--- src/rtl/pm_pkg.sv ---
`timescale 1ns/1ps
package pm_pkg;
  typedef enum logic [1:0] {
    KIND_VIDEO = 2'd0,
    KIND_INFO  = 2'd1,
    KIND_EOF   = 2'd2,
    KIND_AUX   = 2'd3
  } kind_e;

  typedef enum logic [2:0] {
    MODE_IDLE   = 3'd0,
    MODE_FWD0   = 3'd1,
    MODE_FWD1   = 3'd2,
    MODE_DROP1  = 3'd3,
    MODE_MERGE  = 3'd4,
    MODE_DRAIN0 = 3'd5,
    MODE_DRAIN1 = 3'd6
  } mode_e;
endpackage

--- src/rtl/pm_sched.sv ---
`timescale 1ns/1ps
module pm_sched
  import pm_pkg::*;
(
  input  logic       clk_i,
  input  logic       rst_ni,
  input  logic       keep_aux_i,
  input  logic       s0_valid_i,
  input  logic [1:0] s0_kind_i,
  input  logic       s0_sof_i,
  input  logic       s0_last_i,
  input  logic       s1_valid_i,
  input  logic [1:0] s1_kind_i,
  input  logic       s1_sof_i,
  input  logic       s1_last_i,
  input  logic       out_ready_i,
  output logic       s0_ready_o,
  output logic       s1_ready_o,
  output logic       push_o,
  output mode_e      mode_o
);
  mode_e state_q, pick, mode, nxt;
  logic  fire0, fire1;

  // choose the next packet at a boundary: input-0 meta, input-1 meta, then video
  always_comb begin
    pick = MODE_IDLE;
    if (s0_valid_i && s0_kind_i != KIND_VIDEO)
      pick = MODE_FWD0;
    else if (s1_valid_i && s1_kind_i != KIND_VIDEO)
      pick = (keep_aux_i && s1_kind_i == KIND_AUX) ? MODE_FWD1 : MODE_DROP1;
    else if (s0_valid_i && s1_valid_i) begin
      if (s0_sof_i == s1_sof_i) pick = MODE_MERGE;
      else if (s1_sof_i)        pick = MODE_DRAIN0;
      else                      pick = MODE_DRAIN1;
    end
  end

  assign mode = (state_q == MODE_IDLE) ? pick : state_q;

  always_comb begin
    s0_ready_o = 1'b0;
    s1_ready_o = 1'b0;
    push_o     = 1'b0;
    case (mode)
      MODE_FWD0: begin
        s0_ready_o = out_ready_i;
        push_o     = s0_valid_i && out_ready_i;
      end
      MODE_FWD1: begin
        s1_ready_o = out_ready_i;
        push_o     = s1_valid_i && out_ready_i;
      end
      MODE_DROP1:  s1_ready_o = 1'b1;
      MODE_MERGE: begin
        s0_ready_o = s1_valid_i && out_ready_i;
        s1_ready_o = s0_valid_i && out_ready_i;
        push_o     = s0_valid_i && s1_valid_i && out_ready_i;
      end
      MODE_DRAIN0: s0_ready_o = 1'b1;
      MODE_DRAIN1: s1_ready_o = 1'b1;
      default: ;
    endcase
  end

  assign fire0 = s0_valid_i && s0_ready_o;
  assign fire1 = s1_valid_i && s1_ready_o;

  always_comb begin
    nxt = mode;
    case (mode)
      MODE_FWD0, MODE_DRAIN0:
        if (fire0 && s0_last_i) nxt = MODE_IDLE;
      MODE_FWD1, MODE_DROP1, MODE_DRAIN1:
        if (fire1 && s1_last_i) nxt = MODE_IDLE;
      MODE_MERGE:
        if (push_o) begin
          if (s0_last_i && s1_last_i) nxt = MODE_IDLE;
          else if (s0_last_i)         nxt = MODE_DRAIN1;
          else if (s1_last_i)         nxt = MODE_DRAIN0;
        end
      default: nxt = MODE_IDLE;
    endcase
  end

  always_ff @(posedge clk_i or negedge rst_ni) begin
    if (!rst_ni) state_q <= MODE_IDLE;
    else         state_q <= nxt;
  end

  assign mode_o = mode;
endmodule

--- src/rtl/pm_pack.sv ---
`timescale 1ns/1ps
module pm_pack
  import pm_pkg::*;
#(
  parameter int W0 = 24,
  parameter int W1 = 8,
  localparam int WO = W0 + W1
) (
  input  mode_e          mode_i,
  input  logic [W0-1:0]  s0_data_i,
  input  logic [1:0]     s0_kind_i,
  input  logic           s0_sof_i,
  input  logic           s0_last_i,
  input  logic [W1-1:0]  s1_data_i,
  input  logic [1:0]     s1_kind_i,
  input  logic           s1_last_i,
  output logic [WO-1:0]  data_o,
  output logic [1:0]     kind_o,
  output logic           sof_o,
  output logic           last_o
);
  always_comb begin
    case (mode_i)
      MODE_MERGE: begin
        data_o = {s1_data_i, s0_data_i};
        kind_o = KIND_VIDEO;
        sof_o  = s0_sof_i;
        last_o = s0_last_i | s1_last_i;
      end
      MODE_FWD1: begin
        data_o = {{(WO-W1){1'b0}}, s1_data_i};
        kind_o = s1_kind_i;
        sof_o  = 1'b0;
        last_o = s1_last_i;
      end
      default: begin
        data_o = {{(WO-W0){1'b0}}, s0_data_i};
        kind_o = s0_kind_i;
        sof_o  = 1'b0;
        last_o = s0_last_i;
      end
    endcase
  end
endmodule

--- src/rtl/pm_delay_pipe.sv ---
`timescale 1ns/1ps
module pm_delay_pipe #(
  parameter int W     = 36,
  parameter int DEPTH = 15
) (
  input  logic         clk_i,
  input  logic         rst_ni,
  input  logic         en_i,
  input  logic         valid_i,
  input  logic [W-1:0] data_i,
  output logic         valid_o,
  output logic [W-1:0] data_o
);
  for (genvar g = 0; g < DEPTH; g++) begin : g_stage
    logic         v_in, v_q;
    logic [W-1:0] d_in, d_q;
    if (g == 0) begin : g_head
      assign v_in = valid_i;
      assign d_in = data_i;
    end else begin : g_body
      assign v_in = g_stage[g-1].v_q;
      assign d_in = g_stage[g-1].d_q;
    end
    // whole pipe freezes on output stall, so backpressure adds latency 1:1
    always_ff @(posedge clk_i or negedge rst_ni) begin
      if (!rst_ni) begin
        v_q <= 1'b0;
        d_q <= '0;
      end else if (en_i) begin
        v_q <= v_in;
        d_q <= d_in;
      end
    end
  end

  assign valid_o = g_stage[DEPTH-1].v_q;
  assign data_o  = g_stage[DEPTH-1].d_q;
endmodule

--- src/rtl/plane_merger.sv ---
`timescale 1ns/1ps
module plane_merger
  import pm_pkg::*;
#(
  parameter int PLANE_W = 8,
  parameter int PLANES0 = 3,
  parameter int PLANES1 = 1,
  parameter int LATENCY = 15,
  localparam int W0 = PLANE_W * PLANES0,
  localparam int W1 = PLANE_W * PLANES1,
  localparam int WO = W0 + W1
) (
  input  logic          clk_i,
  input  logic          rst_ni,
  input  logic          keep_aux_i,
  input  logic [W0-1:0] s0_tdata_i,
  input  logic [1:0]    s0_tkind_i,
  input  logic          s0_tuser_i,
  input  logic          s0_tlast_i,
  input  logic          s0_tvalid_i,
  output logic          s0_tready_o,
  input  logic [W1-1:0] s1_tdata_i,
  input  logic [1:0]    s1_tkind_i,
  input  logic          s1_tuser_i,
  input  logic          s1_tlast_i,
  input  logic          s1_tvalid_i,
  output logic          s1_tready_o,
  output logic [WO-1:0] m_tdata_o,
  output logic [1:0]    m_tkind_o,
  output logic          m_tuser_o,
  output logic          m_tlast_o,
  output logic          m_tvalid_o,
  input  logic          m_tready_i
);
  typedef struct packed {
    logic          sof;
    logic          last;
    logic [1:0]    kind;
    logic [WO-1:0] data;
  } beat_t;
  localparam int BW = $bits(beat_t);

  mode_e mode;
  logic  push;
  beat_t beat_in, beat_out;

  pm_sched u_sched (
    .clk_i       (clk_i),
    .rst_ni      (rst_ni),
    .keep_aux_i  (keep_aux_i),
    .s0_valid_i  (s0_tvalid_i),
    .s0_kind_i   (s0_tkind_i),
    .s0_sof_i    (s0_tuser_i),
    .s0_last_i   (s0_tlast_i),
    .s1_valid_i  (s1_tvalid_i),
    .s1_kind_i   (s1_tkind_i),
    .s1_sof_i    (s1_tuser_i),
    .s1_last_i   (s1_tlast_i),
    .out_ready_i (m_tready_i),
    .s0_ready_o  (s0_tready_o),
    .s1_ready_o  (s1_tready_o),
    .push_o      (push),
    .mode_o      (mode)
  );

  pm_pack #(.W0(W0), .W1(W1)) u_pack (
    .mode_i    (mode),
    .s0_data_i (s0_tdata_i),
    .s0_kind_i (s0_tkind_i),
    .s0_sof_i  (s0_tuser_i),
    .s0_last_i (s0_tlast_i),
    .s1_data_i (s1_tdata_i),
    .s1_kind_i (s1_tkind_i),
    .s1_last_i (s1_tlast_i),
    .data_o    (beat_in.data),
    .kind_o    (beat_in.kind),
    .sof_o     (beat_in.sof),
    .last_o    (beat_in.last)
  );

  pm_delay_pipe #(.W(BW), .DEPTH(LATENCY)) u_pipe (
    .clk_i   (clk_i),
    .rst_ni  (rst_ni),
    .en_i    (m_tready_i),
    .valid_i (push),
    .data_i  (beat_in),
    .valid_o (m_tvalid_o),
    .data_o  (beat_out)
  );

  assign m_tdata_o = beat_out.data;
  assign m_tkind_o = beat_out.kind;
  assign m_tuser_o = beat_out.sof;
  assign m_tlast_o = beat_out.last;
endmodule

--- config.mk ---
export PLATFORM = sky130hd
export DESIGN_NAME = plane_merger
export DESIGN_NICKNAME = d
export VERILOG_FILES = /design/src/rtl/pm_pkg.sv /design/src/rtl/pm_sched.sv /design/src/rtl/pm_pack.sv /design/src/rtl/pm_delay_pipe.sv /design/src/rtl/plane_merger.sv
export SDC_FILE = /design/constraint.sdc
export NUM_CORES = 1
export LEC_CHECK = 0
export ABC_AREA = 1
export BUFFER_PORTS_ARGS = -buffer_cell sky130_fd_sc_hd__buf_2
export CORE_UTILIZATION = 45
export CTS_BUF_LIST = sky130_fd_sc_hd__clkbuf_4 sky130_fd_sc_hd__clkbuf_8 sky130_fd_sc_hd__clkbuf_16
export CTS_CLUSTER_DIAMETER = 60
export DETAILED_ROUTE_END_ITERATION = 10
export PLACE_DENSITY = 0.61
export SLEW_MARGIN = 20
export SYNTH_ARGS = -nofsm -noshare
export SYNTH_HDL_FRONTEND = slang
export SYNTH_HIERARCHICAL = 1
export SYNTH_SLANG_ARGS = --single-unit
--- constraint.sdc ---
create_clock -name clk_i -period 2.2 [get_ports clk_i]
set_input_delay 0.44 -clock clk_i [delete_from_list [all_inputs] [get_ports clk_i]]
set_output_delay 0.44 -clock clk_i [all_outputs]
set_load 0.02 [all_outputs]
==> reports/results.ini, run 1 <==
[run_status]
status=finished, violations left
violations=setup timing

[floorplan]
die_area_sq_um=50320
start_util=0.4553
row_count=81
die_w_um=224.3
core-area_sq_um=48850
die_y_um=224.3
io_pins=85

[global_routing]
grt_start_max_net_pins=164
overflow=0
grt_antenna_before_repair=0
grt_pass1_wl_um=64780
grt_pass1_vias=14180
grt_usage=0.1507

[power_and_ir_drop]
power_mw=26.86
ir_drop_v=0.0006475
p_leak_nw=14.33
p_per_area_nw_per_um2=1081

[clock_network]
cts_tree=yes
clock_latency_ps=600
cts.sinks=558
htree_levels=2
root_buffer=clkbuf_16
clk_pin_slew_worst_paths_ps=60
clock_path_buffers=3
cts_buffers=57

[detailed_routing]
first_iter_violations=1022
routed_wl_um=36190
vias=14640
drt_drc_violations_left=0
viasPerCell=4.465
wire_per_inst_um=11.04
drtPass1Iterations=5
ant_nets=0

[worst_hold_path]
whs_path_depth=5
holdCritStartpoint=s0_tdata_i[12]
min_to=u_pipe/g_stage[0].d_q[12]$_DFFE_PN0P_
hp-class=in2reg

[cells_and_area]
diodes=0
fillers=4783
stdcell_area_sq_um=24850
layout-drive-gt1-share=0.1025
utilization=0.5087
nets=2618
area_growth_pct=11.72

[synthesis]
synthesis.area_sq_um=22240
synth_nets=2562
synth_area_leaders=dfrtp_1, nand2_1, buf_6, buf_4, inv_1
syn_inst=2516
synth_cell_types=26
post-synth-top-area-fraction=0.6278
synth-seq-cells=558
yosysWarningCount=6
yosysTopAreaCell=dfrtp_1
seq_area_frac_synth=0.6278
synth_area_per_cell_sq_um=8.840

[critical_path]
path_cells=nor2_2 -> nand2_2 -> nor2_4 -> nand2_2 -> nand2_4 -> buf_12 -> nand3_4 -> nand3_2 -> buf_6
crit_required_ps=1760
reg2reg_to=u_sched/state_q[2]$_DFF_PN0_
crit_top_cell=nand2_2
cpLargestDelayFamily=simple AND/OR/NAND/NOR gates
crit_type=reg2out
end_kind=output port
reg2reg_from=u_sched/state_q[0]$_DFF_PN0_
critPathMaxStageDelay_ps=390
path_buf_inv=2
slowest_stage=dfrtp_1
rrSetupSlack_ps=190
critical_path_arrival_ps=2050
start_kind=flop
cp_max_fo=7
rr_worst_depth=12

[place]
place_hpwl_um=20510
preCtsSetupSlack_ps=87.78
place.gp.congestion=0.7832
io_buffers=84
dpl_cell_area_sq_um=22780

[sta]
setup_ws_ps=-291.1
fin_crit_sh=1.132
rsz0062_at_grt=yes
period_needed_ps=2491
hold_slack_ps=119.4
finalHoldViolCount=0
slew_headroom=0.5324
slew_violations=0
setup-violations-final=2
worst_slew_pin_slew_ps=701.3
fin_skew_ps=19.09
max_freq_ghz=0.4014

[run]
cap_violations=0

[routing by layer]
metal / up-vias / GRT usage / routed length [um]
li1: 7679 / - / -
met1: 6659 / 0.2039 / 17850
met2: 221 / 0.2430 / 15950
met3: 81 / 0.03096 / 1392
met4: 0 / 0.05003 / 990
met5: - / 0 / 0
[where the power goes]
part | switching, mW | internal, mW
logic | 2.47 | 1.59
registers | 1.01 | 12.2
clock network | 3.77 | 5.79
total | 7.25 | 19.6
[worst min-delay path: stages]
cell and delay [ps]:
buf_2 70, nand2_1 40, inv_1 40, nand2_1 40
nand2_1 50
[synth_stat cells, drive strengths merged]
cell type and n:
nand2 1725, dfrtp 558, buf 119, inv 45
nor2 22, nand3 21, o21ai 10, clkbuf 8
nand4 4, a21oi 2, nand3b 1, or2 1
[cell families (layout without fill, tap and decap cells)]
| logic type | after synthesis | in the layout | synth area share |
|---|---|---|---|
| and+or+nand+nor | 1774 | 1774 | 0.3056 |
| DFF | 558 | 558 | 0.6278 |
| buffers and inverters | 172 | 271 | 0.06227 |
| AOI/OAI and AO/OA | 12 | 12 | 0.004388 |
[placed cells by master (no fill, tap or decap), drive strengths merged]
master,n
nand2,1725
dfrtp,558
nor2,22
nand3,21
dlygate4sd3,1
or2,1
bufinv,3
clkinvlp,2
clkinv,9
nand4,4
o21ai,10
buf,123
clkbuf,88
a21oi,2
inv,45
nand3b,1
[cell type report]
cell class              instances  area (sq um)  share of cell area
clock inverters                14         165.2            0.006647
repair buffers                124          1006             0.04048
flip-flops and latches        558         13960              0.5619
clock buffers                  88          1745             0.07024
multi-input cells            1786          6940              0.2793
inverters                      45         197.7            0.007956
well taps                     664         830.8             0.03343
[state kept, by name (all words and copies together) (netlist names)]
| name | flops |
|---|---|
| u_sched/state_q | 3 |
| u_pipe/g_stage.d_in | 36 |
| u_pipe/g_stage.d_q | 468 |
| u_pipe/g_stage.v_in | 1 |
| u_pipe/valid_o | 1 |
| u_pipe/data_o | 36 |
| u_pipe/g_stage.v_q | 13 |
[per-stage QoR]
step | cells | setup TNS (ps)
floorplan | 2516 | 0
global placement | 3166 | 0
detailed placement | 3166 | 0
CTS | 3273 | -602.9
global route | 3279 | -799.3
finish | 3279 | -571.2
[how the worst max path moves through the flow]
stage,slack [ps],to,depth (start not counted),start
final,-290,s1_tready_o,9,u_sched/state_q[0]$_DFF_PN0_
after global routing,-410,s1_tready_o,9,u_sched/state_q[0]$_DFF_PN0_
after CTS,-300,s0_tready_o,9,u_sched/state_q[1]$_DFF_PN0_
after detailed placement,90,s1_tready_o,10,s0_tkind_i[1]
after global placement,160,u_pipe/g_stage[0].d_q[32]$_DFFE_PN0P_,13,s0_tkind_i[1]
after floorplan,460,s0_tready_o,8,s0_tkind_i[1]
[repair_timing]
action / in CTS / in global routing
hold buffers: 1 / 0
buffers inserted: 4 / 6
resized for setup: 7 / 9
cloned: 0 / 0
hold endpoints to repair: 71 / 0
pin swaps: 7 / 8
setup endpoints to repair: 2 / 13
(Power assumes the default switching activity.)
==> run 2, diff against run 1 <==
- CORE_UTILIZATION: 45 -> 61
- PLACE_DENSITY: 0.61 -> 0.79
- clock period: 2.2 -> 2.3 ns (I/O delays scaled with it)
==> run 2 against run 1 <==
  * Largest cell class unchanged
  * Non-clock buffer count shrank 3
  * Critical path depth is the same
  * Cell count shrank 6.4%
  * Worst setup slack gained 64 ps
  * The flow finishes with violations (DRC, setup timing)
  * Sequential cell count is the same
==> reports/results.ini, run 2 (synthesized netlist as in run 1, its figures left out) <==
[run_status]
status=finished, violations left
violations=DRC, setup timing

[floorplan]
start_util=0.6223  ; +0.1670
die_w_um=193.0  ; -14%
die_area_sq_um=37230  ; -26%
core-area_sq_um=35740  ; -27%
row_count=69  ; -15%
io_pins=85  ; unchanged
die_y_um=193.0  ; -14%

[sta]
setup_ws_ps=-226.9  ; +64.24 ps
slew_headroom=0.5102  ; -0.02229
fin_skew_ps=9.607  ; -9.482 ps
slew_violations=0  ; unchanged
rsz0062_at_grt=yes
hold_slack_ps=175.7  ; +56.25 ps
fin_crit_sh=1.099
finalHoldViolCount=0  ; unchanged
period_needed_ps=2527
worst_slew_pin_slew_ps=734.8  ; +33.44 ps
setup-violations-final=2  ; unchanged
max_freq_ghz=0.3957

[critical_path]
critical_path_arrival_ps=2070  ; +20 ps
crit_type=reg2out
end_kind=output port
crit_required_ps=1840  ; +80 ps
cp_max_fo=4  ; -3
start_kind=flop

[clock_network]
cts_buffers=54  ; -5.3%
root_buffer=clkbuf_16
clk_pin_slew_worst_paths_ps=60  ; about the same
cts_tree=yes
cts.sinks=558  ; unchanged
clock_path_buffers=3  ; unchanged
htree_levels=2  ; unchanged
clock_latency_ps=570  ; -30 ps

[global_routing]
grt_usage=0.2011  ; +0.05041
grt_pass1_wl_um=63190  ; -2.5%
grt_antenna_before_repair=0  ; unchanged
grt_pass1_vias=14690  ; +3.6%
grt_start_max_net_pins=183  ; +12%
overflow=0  ; unchanged

[place]
io_buffers=84  ; unchanged
place.gp.congestion=0.8126  ; +3.8%
place_hpwl_um=19980  ; -2.6%
dpl_cell_area_sq_um=22440  ; -1.5%

[detailed_routing]
drt_drc_violations_left=10  ; +10
wire_per_inst_um=11.52  ; +4.4%
ant_nets=0  ; unchanged
drtPass1Iterations=8  ; +3
routed_wl_um=35350  ; -2.3%
vias=15070  ; +2.9%
viasPerCell=4.909  ; +10%
first_iter_violations=952  ; -6.8%

[run]
cap_violations=0  ; unchanged

[cells_and_area]
final_common_cell=nand2_1
nets=2612  ; -0.23%
area_growth_pct=10.29
layout_common_cells=nand2_1, dfrtp_1, buf_2
fillers=2782  ; -42%
diodes=0  ; unchanged
utilization=0.6864  ; +0.1777
max_flop_register=u_pipe/g_stage.d_q
largest_reg_flops=468  ; unchanged
stdcell_area_sq_um=24530  ; -1.3%
layout-drive-gt1-share=0.09931  ; -0.003176

[power_and_ir_drop]
p_per_area_nw_per_um2=1050  ; -2.9%
p_leak_nw=14.31  ; -0.15%
power_mw=25.75  ; -4.1%
ir_drop_v=0.001049  ; +62%

[worst_hold_path]
hp-class=in2reg

==> run 2: cell count changes in the layout (fill, tap and decap cells not counted), moves of 4 or more <==
| cell | delta |
|---|---|
| clkbuf_8 | +7 |
| clkbuf_4 | -9 |
| buf_4 | +4 |
| buf_12 | -7 |
==> run 2: layer usage <==
layer / vias up / GRT usage / share of wire
met2: 260 / 0.3623 / 0.49
li1: 7645 / - / -
met4: 0 / 0.05379 / 0.021
met1: 7094 / 0.2540 / 0.45
met5: - / 0 / 0
met3: 68 / 0.02950 / 0.037
==> run 2: layout make-up <==
| cell class | instances | area (sq um) | share of cell area |
|---|---|---|---|
| clock inverter | 15 | 240.2 | 0.009792 |
| timing repair buffer | 121 | 895.9 | 0.03652 |
| multi-input combinational | 1786 | 6957 | 0.2836 |
| tap | 461 | 576.8 | 0.02351 |
| sequential | 558 | 13960 | 0.5692 |
| inverter | 45 | 200.2 | 0.008160 |
| clock buffer | 83 | 1699 | 0.06926 |
==> run 2: worst max-delay path: stages, from the launching register on <==
cell and delay [ps]:
dfrtp_1 380, nor2_1 110, nand2_1 130, nor2_4 250
nand2_2 70, nand2_2 80, nand3_1 130, nand3_2 110
nand3_2 90, buf_6 140
==> run 2: report_power, final <==
group,switching (mW),internal (mW),total (mW)
Combinational,2.38,1.43,3.81
Sequential,0.984,11.7,12.7
Clock,3.51,5.75,9.26
Total,6.87,18.9,25.8
==> run 2: path summary, 6_finish.rpt <==
kind / start / end / slack (ps) / cells past startpoint
max in group asynchronous: rst_ni / u_pipe/g_stage[0].d_q[12]$_DFFE_PN0P_ / 1050 / 3
min in group asynchronous: rst_ni / u_pipe/data_o[5]$_DFFE_PN0P_ / 450 / 2
max reg2reg: u_sched/state_q[0]$_DFF_PN0_ / u_sched/state_q[2]$_DFF_PN0_ / 20 / 16
max: u_sched/state_q[0]$_DFF_PN0_ / s1_tready_o / -230 / 9
min reg2reg: u_pipe/data_o[17]$_DFFE_PN0P_ / u_pipe/data_o[17]$_DFFE_PN0P_ / 460 / 2
min: s0_tdata_i[22] / u_pipe/g_stage[0].d_q[22]$_DFFE_PN0P_ / 180 / 5
==> run 2: stage by stage <==
step / TNS, ps / std cells / setup slack (ps)
after detailed placement: 0 / 2961 / 161.6
after global routing: -900.6 / 3069 / -306.3
after floorplan: 0 / 2516 / 519.9
after global placement: 0 / 2961 / 218.5
after CTS: -375.7 / 3069 / -136.8
final: -444.1 / 3069 / -226.9
==> run 2: repair_timing <==
action | in CTS | in global routing
pin swaps | 9 | 9
setup buffers | 9 | 2
setup endpoints to repair | 2 | 4
endpoints found under the hold margin | 43 | 0
hold buffers | 1 | 0
resized for setup | 8 | 10
==> run 3, diff against run 2 <==
- BUFFER_PORTS_ARGS: -buffer_cell sky130_fd_sc_hd__buf_2 -> not set
- CORE_UTILIZATION: 61 -> 63
- DONT_BUFFER_PORTS: not set -> 1
==> run 3 against run 2 <==
  * The flow finishes with violations (hold timing, slew limit, setup timing)
  * Cell area is 3.7% lower
  * Clock skew is 2.7 ps higher
  * Cell count is 4.0% lower
  * Largest cell class unchanged
  * Largest power group unchanged
==> reports/results.ini, run 3 (synthesized netlist as in run 1, its figures left out) <==
[critical_path]
crit_type=reg2out
reg2reg_to=u_pipe/g_stage[0].d_q[7]$_DFFE_PN0P_
cpLargestDelayFamily=simple AND/OR/NAND/NOR gates
crit_required_ps=1840  ; about the same
critical_path_arrival_ps=1940  ; -130 ps
slowest_stage=dfrtp_1
crit_top_cell=nand3_2
path_buf_inv=1  ; unchanged
rrSetupSlack_ps=290  ; +270 ps
path_cells=inv_2 -> nand2_2 -> nor2_4 -> nand2_1 -> nand2_4 -> nand3_2 -> nand3_2 -> nand3_4
rr_worst_depth=12  ; -4
reg2reg_from=u_sched/state_q[2]$_DFF_PN0_
critPathMaxStageDelay_ps=410  ; +30 ps
crit_cells=8  ; -1
start_kind=flop
end_kind=output port
cp_max_fo=7  ; +3
crit_start=u_sched/state_q[2]$_DFF_PN0_

[sta]
fin_crit_sh=1.044  ; -0.05450
period_needed_ps=2402  ; -125.4 ps
fin_skew_ps=12.32  ; +2.712 ps
rsz0062_at_grt=yes
finalHoldViolCount=558  ; +558
slew_headroom=-0.08220  ; -0.5924
max_freq_ghz=0.4164  ; +5.2%
worst_slew_pin_slew_ps=1623  ; +888.5 ps
hold_slack_ps=-410.4  ; -586.1 ps
slew_violations=112  ; +112
setup_ws_ps=-101.6  ; +125.4 ps
finalSetupTns_ps=-183.4  ; +260.7 ps
setup-violations-final=2  ; unchanged

[clock_network]
clock_path_buffers=3  ; unchanged
cts_hold_buf=1  ; unchanged
clock_latency_ps=580  ; about the same
htree_levels=2  ; unchanged
root_buffer=clkbuf_16
clk_pin_slew_worst_paths_ps=60  ; about the same
cts_tree=yes
post_cts_buffers=0  ; -9
cts.sinks=558  ; unchanged
cts_buffers=54  ; unchanged

[cells_and_area]
largest_reg_flops=468  ; unchanged
stdcell_area_sq_um=23620  ; -3.7%
final_common_cell=nand2_1
diodes=0  ; unchanged
layout_common_cells=nand2_1, dfrtp_1, clkbuf_16
max_flop_register=u_pipe/g_stage.d_q
layout-drive-gt1-share=0.05660  ; -0.04271
area_growth_pct=6.177
nets=2497  ; -4.4%

[worst_hold_path]
hp-class=in2async

[detailed_routing]
routed_wl_um=33280  ; -5.8%
first_iter_violations=1078  ; +13%
ant_nets=0  ; unchanged
viasPerCell=4.871  ; -0.78%
vias=14350  ; -4.8%
drtPass1Iterations=5  ; -3
drt_drc_violations_left=0  ; -10
wire_per_inst_um=11.30  ; -1.9%

[floorplan]
die_area_sq_um=36060  ; -3.1%
row_count=68  ; -1.4%
core-area_sq_um=34630  ; -3.1%
io_pins=85  ; unchanged
start_util=0.6423  ; +0.02001
die_y_um=189.9  ; -1.6%
die_w_um=189.9  ; -1.6%

[run_status]
violations=hold timing, slew limit, setup timing
status=finished, violations left

[power_and_ir_drop]
power_mw=24.62  ; -4.4%
ir_drop_v=0.0007866  ; -25%
p_per_area_nw_per_um2=1043  ; -0.68%
p_leak_nw=13.67  ; -4.4%

[place]
io_buffers=0  ; -100%
place.gp.congestion=0.7741  ; -4.7%
place_hpwl_um=17050  ; -15%
dpl_cell_area_sq_um=21710  ; -3.2%

[global_routing]
overflow=0  ; unchanged
grt_antenna_before_repair=0  ; unchanged
grt_pass1_wl_um=60460  ; -4.3%
grt_usage=0.1958  ; -0.005311
grt_pass1_vias=13960  ; -4.9%
grt_start_max_net_pins=560  ; +210%

[run]
cap_violations=0  ; unchanged

## run 3: cell count changes in the layout (fill, tap and decap cells not counted), sizes merged
| cell | previous run | this run |
|---|---|---|
| bufinv | 6 | 4 |
| clkinvlp | 2 | 0 |
| clkinv | 6 | 8 |
| buf | 120 | 5 |
## run 3: how the worst max path moves through the flow
stage | end | slack, ps
2_1_floorplan | s0_tready_o | 520
4_1_cts | s0_tready_o | -110
3_5_place_dp | u_pipe/g_stage[0].d_q[7]$_DFFE_PN0P_ | 210
6_report | s1_tready_o | -100
5_1_grt | s1_tready_o | -190
3_3_place_gp | u_pipe/g_stage[0].d_q[2]$_DFFE_PN0P_ | 320
## run 3: cell type report
class,count,area (sq um)
Multi-Input combinational cell,1786,6930
Clock buffer,83,1674
Timing Repair Buffer,6,97.59
Clock inverter,13,183.9
Sequential cell,558,13960
Fill cell,2839,11010
Inverter,45,197.7
Tap cell,455,569.3
## run 3: worst register-to-register path, cell delays in order (launching register included)
cell and delay, ps:
dfrtp_1 410, inv_2 100, nand2_2 80, nor2_4 150
nand3_2 140, nand2_4 130, inv_4 70, inv_1 90
nand3_4 320, nand2_1 210, o21ai_2 70, nand2_1 70
nand2_1 60
## run 3: per-stage QoR
| stage | std cells | utilization | setup WS (ps) |
|---|---|---|---|
| 2_1_floorplan | 2516 | - | 519.9 |
| 3_3_place_gp | 2849 | 0.6270 | 321.5 |
| 3_5_place_dp | 2849 | 0.6270 | 206.3 |
| 4_1_cts | 2946 | 0.6820 | -106.0 |
| 5_1_grt | 2946 | 0.6820 | -187.9 |
| 6_report | 2946 | 0.6820 | -101.6 |
## run 3: what timing repair did
action / CTS / global route
setup endpoints to repair: 2 / 2
hold endpoints to repair: 561 / 558
resized for setup: 9 / 0
pin swaps: 4 / 1
## run 3: layer usage
metal  vias up  GRT usage  share of wire
li1       7428          -              -
met1      6651     0.2522           0.47
met2       211     0.3394           0.47
met5         -          0              0
met3        61    0.03228          0.038
met4         0    0.06234          0.020
## run 3: power breakdown
group          switching [mW]  internal (mW)
clock network            3.49           5.45
registers                1.14           11.7
logic                    1.75           1.09
